===== src/rtl/lpstate_pkg.sv =====
// Package: shared state encoding for the low-power state controller.
// Assumes: codes are externally visible through state_code and must stay fixed.
package lpstate_pkg;
    localparam int STATE_W = 4;

    typedef enum logic [STATE_W-1:0] {
        ST_RUN       = 4'd0,
        ST_SG        = 4'd1,
        ST_SG_SNP    = 4'd2,
        ST_ENT_RATIO = 4'd3,
        ST_ENT_VID   = 4'd4,
        ST_ESG       = 4'd5,
        ST_ESG_SNP   = 4'd6,
        ST_EXT_VID   = 4'd7,
        ST_EXT_RATIO = 4'd8,
        ST_SLP_SG    = 4'd9,
        ST_SLP_ESG   = 4'd10
    } lp_state_e;
endpackage


===== src/rtl/lpstate_settle_timer.sv =====
// Module: settle timer shared by all ratio and voltage steps.
// Each step state lasts exactly SETTLE cycles. The count restarts on every state change.
// Assumes: SETTLE >= 1, and restart is high in the cycle that leads into a new state.
module lpstate_settle_timer #(
    parameter int SETTLE = 4
) (
    input  logic clk,
    input  logic rst_n,
    input  logic active,
    input  logic restart,
    output logic done
);
    localparam int CW = (SETTLE > 1) ? $clog2(SETTLE) : 1;
    localparam logic [CW-1:0] LAST = CW'(SETTLE - 1);

    logic [CW-1:0] cnt_q;

    // Count cycles spent in the current step state; clear on reset or state change.
    always_ff @(posedge clk) begin
        if (!rst_n || restart) begin
            cnt_q <= '0;
        end else if (active && cnt_q != LAST) begin
            cnt_q <= cnt_q + 1'b1;
        end
    end

    // Step complete on the last settle cycle.
    assign done = active && (cnt_q == LAST);


    cnt_bound_chk: assert property (@(posedge clk) disable iff (!rst_n)
        cnt_q <= LAST);


    cnt_hold_chk: assert property (@(posedge clk) disable iff (!rst_n)
        (!active && !restart) |=> $stable(cnt_q));
endmodule


===== src/rtl/lpstate_seq.sv =====
// Module: sequencing state machine and sticky protocol-error flag.
// Assumes: step_done comes from the settle timer and refers to the current state.
// Exit conditions take priority over snoops, and snoops take priority over sleep.
module lpstate_seq
    import lpstate_pkg::*;
(
    input  logic      clk,
    input  logic      rst_n,
    input  logic      stop_req,
    input  logic      sleep_req,
    input  logic      snoop_req,
    input  logic      snoop_done,
    input  logic      brk_evt,
    input  logic      ext_en,
    input  logic      step_done,
    output lp_state_e state_q,
    output logic      step_active,
    output logic      restart,
    output logic      proto_err
);
    lp_state_e state_d;
    logic      leave_stop;
    logic      sleep_ok;
    logic      err_q;

    assign leave_stop = brk_evt || !stop_req;

    // Next-state selection.
    always_comb begin
        state_d = state_q;
        unique case (state_q)
            ST_RUN:       if (stop_req) state_d = ext_en ? ST_ENT_RATIO : ST_SG;
            ST_SG: begin
                if (leave_stop)     state_d = ST_RUN;
                else if (snoop_req) state_d = ST_SG_SNP;
                else if (sleep_req) state_d = ST_SLP_SG;
            end
            ST_SG_SNP:    if (snoop_done) state_d = ST_SG;
            ST_ENT_RATIO: if (step_done) state_d = ST_ENT_VID;
            ST_ENT_VID:   if (step_done) state_d = ST_ESG;
            ST_ESG: begin
                if (leave_stop)     state_d = ST_EXT_VID;
                else if (snoop_req) state_d = ST_ESG_SNP;
                else if (sleep_req) state_d = ST_SLP_ESG;
            end
            ST_ESG_SNP:   if (snoop_done) state_d = ST_ESG;
            ST_EXT_VID:   if (step_done) state_d = ST_EXT_RATIO;
            ST_EXT_RATIO: if (step_done) state_d = ST_RUN;
            ST_SLP_SG:    if (!sleep_req) state_d = ST_SG;
            ST_SLP_ESG:   if (!sleep_req) state_d = ST_ESG;
            default:      state_d = ST_RUN;
        endcase
    end

    // Timer control: which states are settle steps, and when the count restarts.
    always_comb begin
        step_active = (state_q == ST_ENT_RATIO) || (state_q == ST_ENT_VID) ||
                      (state_q == ST_EXT_VID)   || (state_q == ST_EXT_RATIO);
        restart     = (state_d != state_q);
        sleep_ok    = (state_q == ST_SG) || (state_q == ST_ESG) ||
                      (state_q == ST_SLP_SG) || (state_q == ST_SLP_ESG);
    end

    // State register.
    always_ff @(posedge clk) begin
        if (!rst_n) state_q <= ST_RUN;
        else        state_q <= state_d;
    end

    // Sticky flag for a sleep request outside the stop states.
    always_ff @(posedge clk) begin
        if (!rst_n) err_q <= 1'b0;
        else        err_q <= err_q || (sleep_req && !sleep_ok);
    end

    assign proto_err = err_q;


    sleep_origin_chk: assert property (@(posedge clk) disable iff (!rst_n)
        ((state_q == ST_SLP_SG) && !$past(state_q == ST_SLP_SG)) |-> $past(state_q == ST_SG));


    sg_snoop_hold_chk: assert property (@(posedge clk) disable iff (!rst_n)
        (state_q == ST_SG_SNP && !snoop_done) |=> (state_q == ST_SG_SNP));


    esg_snoop_ret_chk: assert property (@(posedge clk) disable iff (!rst_n)
        (state_q == ST_ESG_SNP && snoop_done) |=> (state_q == ST_ESG));


    err_sticky_chk: assert property (@(posedge clk) disable iff (!rst_n)
        proto_err |=> proto_err);


    run_sleep_ignored_chk: assert property (@(posedge clk) disable iff (!rst_n)
        (state_q == ST_RUN && sleep_req && !stop_req) |=> (state_q == ST_RUN && proto_err));
endmodule


===== src/rtl/lpstate_outmap.sv =====
// Module: decodes the current state into the operating-point and enable outputs.
// Assumes: outputs follow the registered state, so they are glitch-free relative to clk.
module lpstate_outmap
    import lpstate_pkg::*;
(
    input  lp_state_e          state_q,
    output logic               ratio_low,
    output logic               vid_low,
    output logic               clk_en,
    output logic               snoop_en,
    output logic [STATE_W-1:0] state_code
);
    // Per-state operating point and enables.
    always_comb begin
        ratio_low = 1'b0;
        vid_low   = 1'b0;
        clk_en    = 1'b1;
        snoop_en  = 1'b1;
        unique case (state_q)
            ST_ENT_RATIO, ST_EXT_VID: ratio_low = 1'b1;
            ST_ENT_VID, ST_ESG, ST_ESG_SNP: begin
                ratio_low = 1'b1;
                vid_low   = 1'b1;
            end
            ST_SLP_SG: begin
                clk_en   = 1'b0;
                snoop_en = 1'b0;
            end
            ST_SLP_ESG: begin
                ratio_low = 1'b1;
                vid_low   = 1'b1;
                clk_en    = 1'b0;
                snoop_en  = 1'b0;
            end
            default: ;
        endcase
        state_code = state_q;
    end
endmodule


===== src/rtl/lpstate_ctrl.sv =====
// Module: top of the low-power state controller.
// Sequences stop-grant, extended stop-grant, the snoop sub-states and sleep.
// Assumes: all inputs are synchronous to clk; SETTLE is the cycle count per operating-point step.
module lpstate_ctrl #(
    parameter int SETTLE = 4
) (
    input  logic       clk,
    input  logic       rst_n,
    input  logic       stop_req,
    input  logic       sleep_req,
    input  logic       snoop_req,
    input  logic       snoop_done,
    input  logic       brk_evt,
    input  logic       ext_en,
    output logic       ratio_low,
    output logic       vid_low,
    output logic       clk_en,
    output logic       snoop_en,
    output logic [3:0] state_code,
    output logic       proto_err
);
    import lpstate_pkg::*;

    lp_state_e state_q;
    logic      step_active;
    logic      restart;
    logic      step_done;

    lpstate_seq u_seq (
        .clk        (clk),
        .rst_n      (rst_n),
        .stop_req   (stop_req),
        .sleep_req  (sleep_req),
        .snoop_req  (snoop_req),
        .snoop_done (snoop_done),
        .brk_evt    (brk_evt),
        .ext_en     (ext_en),
        .step_done  (step_done),
        .state_q    (state_q),
        .step_active(step_active),
        .restart    (restart),
        .proto_err  (proto_err)
    );

    lpstate_settle_timer #(.SETTLE(SETTLE)) u_timer (
        .clk    (clk),
        .rst_n  (rst_n),
        .active (step_active),
        .restart(restart),
        .done   (step_done)
    );

    lpstate_outmap u_map (
        .state_q   (state_q),
        .ratio_low (ratio_low),
        .vid_low   (vid_low),
        .clk_en    (clk_en),
        .snoop_en  (snoop_en),
        .state_code(state_code)
    );


    vid_after_ratio_chk: assert property (@(posedge clk) disable iff (!rst_n)
        $rose(vid_low) |-> (ratio_low && $past(ratio_low)));


    ratio_after_vid_chk: assert property (@(posedge clk) disable iff (!rst_n)
        $fell(ratio_low) |-> (!vid_low && $past(!vid_low)));


    sleep_no_snoop_chk: assert property (@(posedge clk) disable iff (!rst_n)
        !clk_en |-> !snoop_en);
endmodule


===== config.mk =====
export PLATFORM = sky130hd
export DESIGN_NAME = lpstate_ctrl
export DESIGN_NICKNAME = d
export VERILOG_FILES = /design/src/rtl/lpstate_pkg.sv /design/src/rtl/lpstate_settle_timer.sv /design/src/rtl/lpstate_seq.sv /design/src/rtl/lpstate_outmap.sv /design/src/rtl/lpstate_ctrl.sv
export SDC_FILE = /design/constraint.sdc
export NUM_CORES = 1
export LEC_CHECK = 0
export CELL_PAD_IN_SITES_DETAIL_PLACEMENT = 1
export CELL_PAD_IN_SITES_GLOBAL_PLACEMENT = 1
export CORE_MARGIN = 4
export CORE_UTILIZATION = 36
export DETAILED_ROUTE_END_ITERATION = 10
export PLACE_DENSITY = 0.9
export SYNTH_ARGS = -nofsm -noshare
export SYNTH_HDL_FRONTEND = slang
export SYNTH_SLANG_ARGS = --single-unit

===== constraint.sdc =====
create_clock -name clk -period 3.55 [get_ports clk]
set_clock_uncertainty 0.15 [all_clocks]
set_input_delay 0.71 -clock clk [delete_from_list [all_inputs] [get_ports clk]]
set_output_delay 0.71 -clock clk [all_outputs]
set_load 0.01 [all_outputs]

==> impl_metrics.env <==
export IMPL_synth_top_area_cell="dfxtp_1"
export IMPL_holdPathStages=1
export IMPL_netlist_area_um2=673
export IMPL_total_power_uw=241
export IMPL_dp_hpwl_mm=1.49
export IMPL_synth_top_family_by_area="compound AO/OA/AOI/OAI gates"
export IMPL_cap_violations=0
export IMPL_p_leak_nw=0.306
export IMPL_slew_viol_final=0
export IMPL_synthMuxAreaShare_pct=9.29
export IMPL_synth_cell_types=41
export IMPL_synthesis_nets=96
export IMPL_worst_setup_path_end_kind="output pin"
export IMPL_grt_max_degree=22
export IMPL_cts_buffer_depth=2
export IMPL_cts_clk_slew_worst_paths_ns=0.06
export IMPL_multi_input_area_um2=483
export IMPL_synth_compound_area_share_pct=32.7
export IMPL_clock_latency_ns=0.26
export IMPL_fin_util_pct=49.5
export IMPL_regToRegSetupSlack_ns=1.13
export IMPL_wire_per_inst_um=15.7
export IMPL_gp_congestion=0.918
export IMPL_rows=15
export IMPL_drt_first_pass_iters=4
export IMPL_n_antenna_cell=0
export IMPL_cp_max_fo=19
export IMPL_r2r_end="u_timer.cnt_q[0]$_SDFFE_PP0P_"
export IMPL_worstPathArrival_ns=2.17
export IMPL_synth_warnings=0
export IMPL_final_area_um2=863
export IMPL_grt_ovfl_total=0
export IMPL_dr_total_vias=705
export IMPL_wirelength_mm=1.96
export IMPL_synth_xor_area_share_pct=2.60
export IMPL_cts_sinks=7
export IMPL_postSynthAreaPerCell_um2=7.74
export IMPL_core_mm2=0.00175
export IMPL_yosysMostFrequentCell="dfxtp_1"
export IMPL_syn2layout_area_growth_pct=28.3
export IMPL_synth_edf_count=0
export IMPL_setup_viol=0
export IMPL_final_hold_viol_count=0
export IMPL_startpoint_type="register"
export IMPL_netlist_top_cells_count="dfxtp_1 (7), nor2_1 (5), nor3_1 (5), o21ai_0 (5)"
export IMPL_synthArstFlopShare_pct=0
export IMPL_ctsResizeCount=0
export IMPL_die_y_um=51.2
export IMPL_max_clock_freq_mhz=330
export IMPL_cts_buffers=3
export IMPL_ff_latch_area_um2=140
export IMPL_io_pins=17
export IMPL_fin_crit_ns=3.03
export IMPL_cts_hold_buf=0
export IMPL_status="finished clean"
export IMPL_netlist_instances=87
export IMPL_nets=110
export IMPL_fin_hold_ws_ns=0.339
export IMPL_start_util_pct=38.6
export IMPL_cts_htree_levels=1
export IMPL_die_w_um=51.2
export IMPL_post_cts_setup_buffers=0
export IMPL_drtAntennaViolNets=0
export IMPL_hold_end="u_seq.proto_err$_SDFF_PN0_"
export IMPL_numPortBuffers=16
export IMPL_cts_root_buf="clkbuf_4"
export IMPL_period_share_pct=85.2
export IMPL_globalRouteTotalUtil_pct=17.1
export IMPL_synth_simple_area_share_pct=25.3
export IMPL_slew_headroom_pct=58.5
export IMPL_grt_pass1_wl_mm=3.40
export IMPL_tightest_slew_ns=0.614
export IMPL_vias_per_cell=5.64
export IMPL_cts_tree="built"
export IMPL_synth_top_cell_area_share_pct=20.8
export IMPL_synthAdderAreaFrac_pct=1.86
export IMPL_layout_drive_gt1_share_pct=10.0
export IMPL_r2r_cells=5
export IMPL_synth_seq_area_share_pct=20.8
export IMPL_critPathRequiredTime_ns=2.69
export IMPL_antenna_found_initial=0
export IMPL_crit_type="reg2out"
export IMPL_synthTopCellsByArea="dfxtp_1 (21%), mux2i_1 (5.9%), nor3_1 (3.7%), o21ai_0 (3.7%), mux2_2 (3.3%)"
export IMPL_setup_tns_final_ns=0
export IMPL_synth_seq_cells=7
export IMPL_powerDensity_mw_per_mm2=279
export IMPL_r2r_start="u_seq.state_q[1]$_SDFF_PN0_"
export IMPL_hold_path_startpoint="u_seq.proto_err$_SDFF_PN0_"
export IMPL_ys_flop_type="dfxtp_1"
export IMPL_drcViolationCount=0
export IMPL_rsz0062_at_grt="no"
export IMPL_dieArea_mm2=0.00263
export IMPL_place_area_um2=837
export IMPL_drt_iter0_drc=14
export IMPL_max_vdd_ir_drop_mv=0.155
export IMPL_fillers=222
export IMPL_hp_class="reg2reg"
export IMPL_grt_pass1_vias=708
-- kinds of logic (layout without fill, tap and decap cells) --
logic type               Yosys count  count (layout)
adder cells (fa/ha/maj)            1               1
multiplexers                       6               6
XOR/XNOR                           2               2
buffers and inverters             11              24
flip-flops                         7               7
AND/OR/NAND/NOR                   30              30
AO/OA/AOI/OAI                     30              30
-- per-layer routing --
layer | GRT usage [%] | up-vias | share of wire (%)
li1 | - | 359 | -
met4 | 5.24 | 0 | 0.46
met5 | 0 | - | 0
met3 | 3.21 | 2 | 2.7
met2 | 29.6 | 7 | 49
met1 | 21.3 | 337 | 48
-- worst max path at each step --
stage,from,to,slack [ns],cells past startpoint
after global routing,u_seq.state_q[1]$_SDFF_PN0_,vid_low,0.32,3
after CTS,u_seq.state_q[1]$_SDFF_PN0_,vid_low,0.52,3
after detailed placement,sleep_req,u_timer.cnt_q[1]$_SDFFE_PP0P_,0.80,6
after global placement,u_seq.state_q[1]$_SDFF_PN0_,vid_low,0.87,3
final,u_seq.state_q[1]$_SDFF_PN0_,vid_low,0.52,3
after floorplan,u_seq.state_q[3]$_SDFF_PN0_,ratio_low,1.42,4
-- worst max-delay path, stage by stage, from the launching register on --
cell and delay (ns):
dfxtp_1 0.72, nor4bb_1 0.48, or2_2 0.19, clkdlybuf4s50_1 0.52
-- power breakdown --
part / internal, mW / total (mW) / leakage, nW / switching [mW]
combinational: 0.0377 / 0.0742 / 0.234 / 0.0366
sequential: 0.0828 / 0.0922 / 0.0571 / 0.00937
clock: 0.0431 / 0.0749 / 0.0150 / 0.0318
-- registers in the layout, indices dropped and copies added (netlist names) --
signal / cells
u_seq.proto_err: 1
u_seq.state_q: 4
u_timer.cnt_q: 2
-- per-stage QoR --
| stage | worst slack (ns) | cells |
|---|---|---|
| floorplan | 1.42 | 87 |
| global placement | 0.868 | 121 |
| detailed placement | 0.799 | 121 |
| CTS | 0.524 | 125 |
| global route | 0.320 | 125 |
| finish | 0.524 | 125 |
-- layout make-up --
| class | count | share of cell area [%] |
|---|---|---|
| tap | 25 | 3.62 |
| inverter | 2 | 0.870 |
| sequential | 7 | 16.2 |
| clock buffer | 4 | 3.04 |
| multi-input combinational | 69 | 55.9 |
| timing repair buffer | 18 | 20.3 |
-- cells in the final DEF, fill, tap and decap left out, types with 2 or more instances in the layout --
cell type	n
clkdlybuf4s50_1	16
o41ai_1	2
dfxtp_1	7
buf_4	2
nor4bb_1	2
o31ai_1	2
clkbuf_4	3
a21o_1	2
o21a_1	3
xor2_1	2
nor3_1	5
o21ai_0	5
nor2_1	5
nand2_1	4
a21oi_1	4
inv_1	2
and2_1	2
nor2b_1	2
mux2i_1	4
nand2b_1	3
mux2_2	2
nand3_1	2
(Power assumes the default switching activity.)
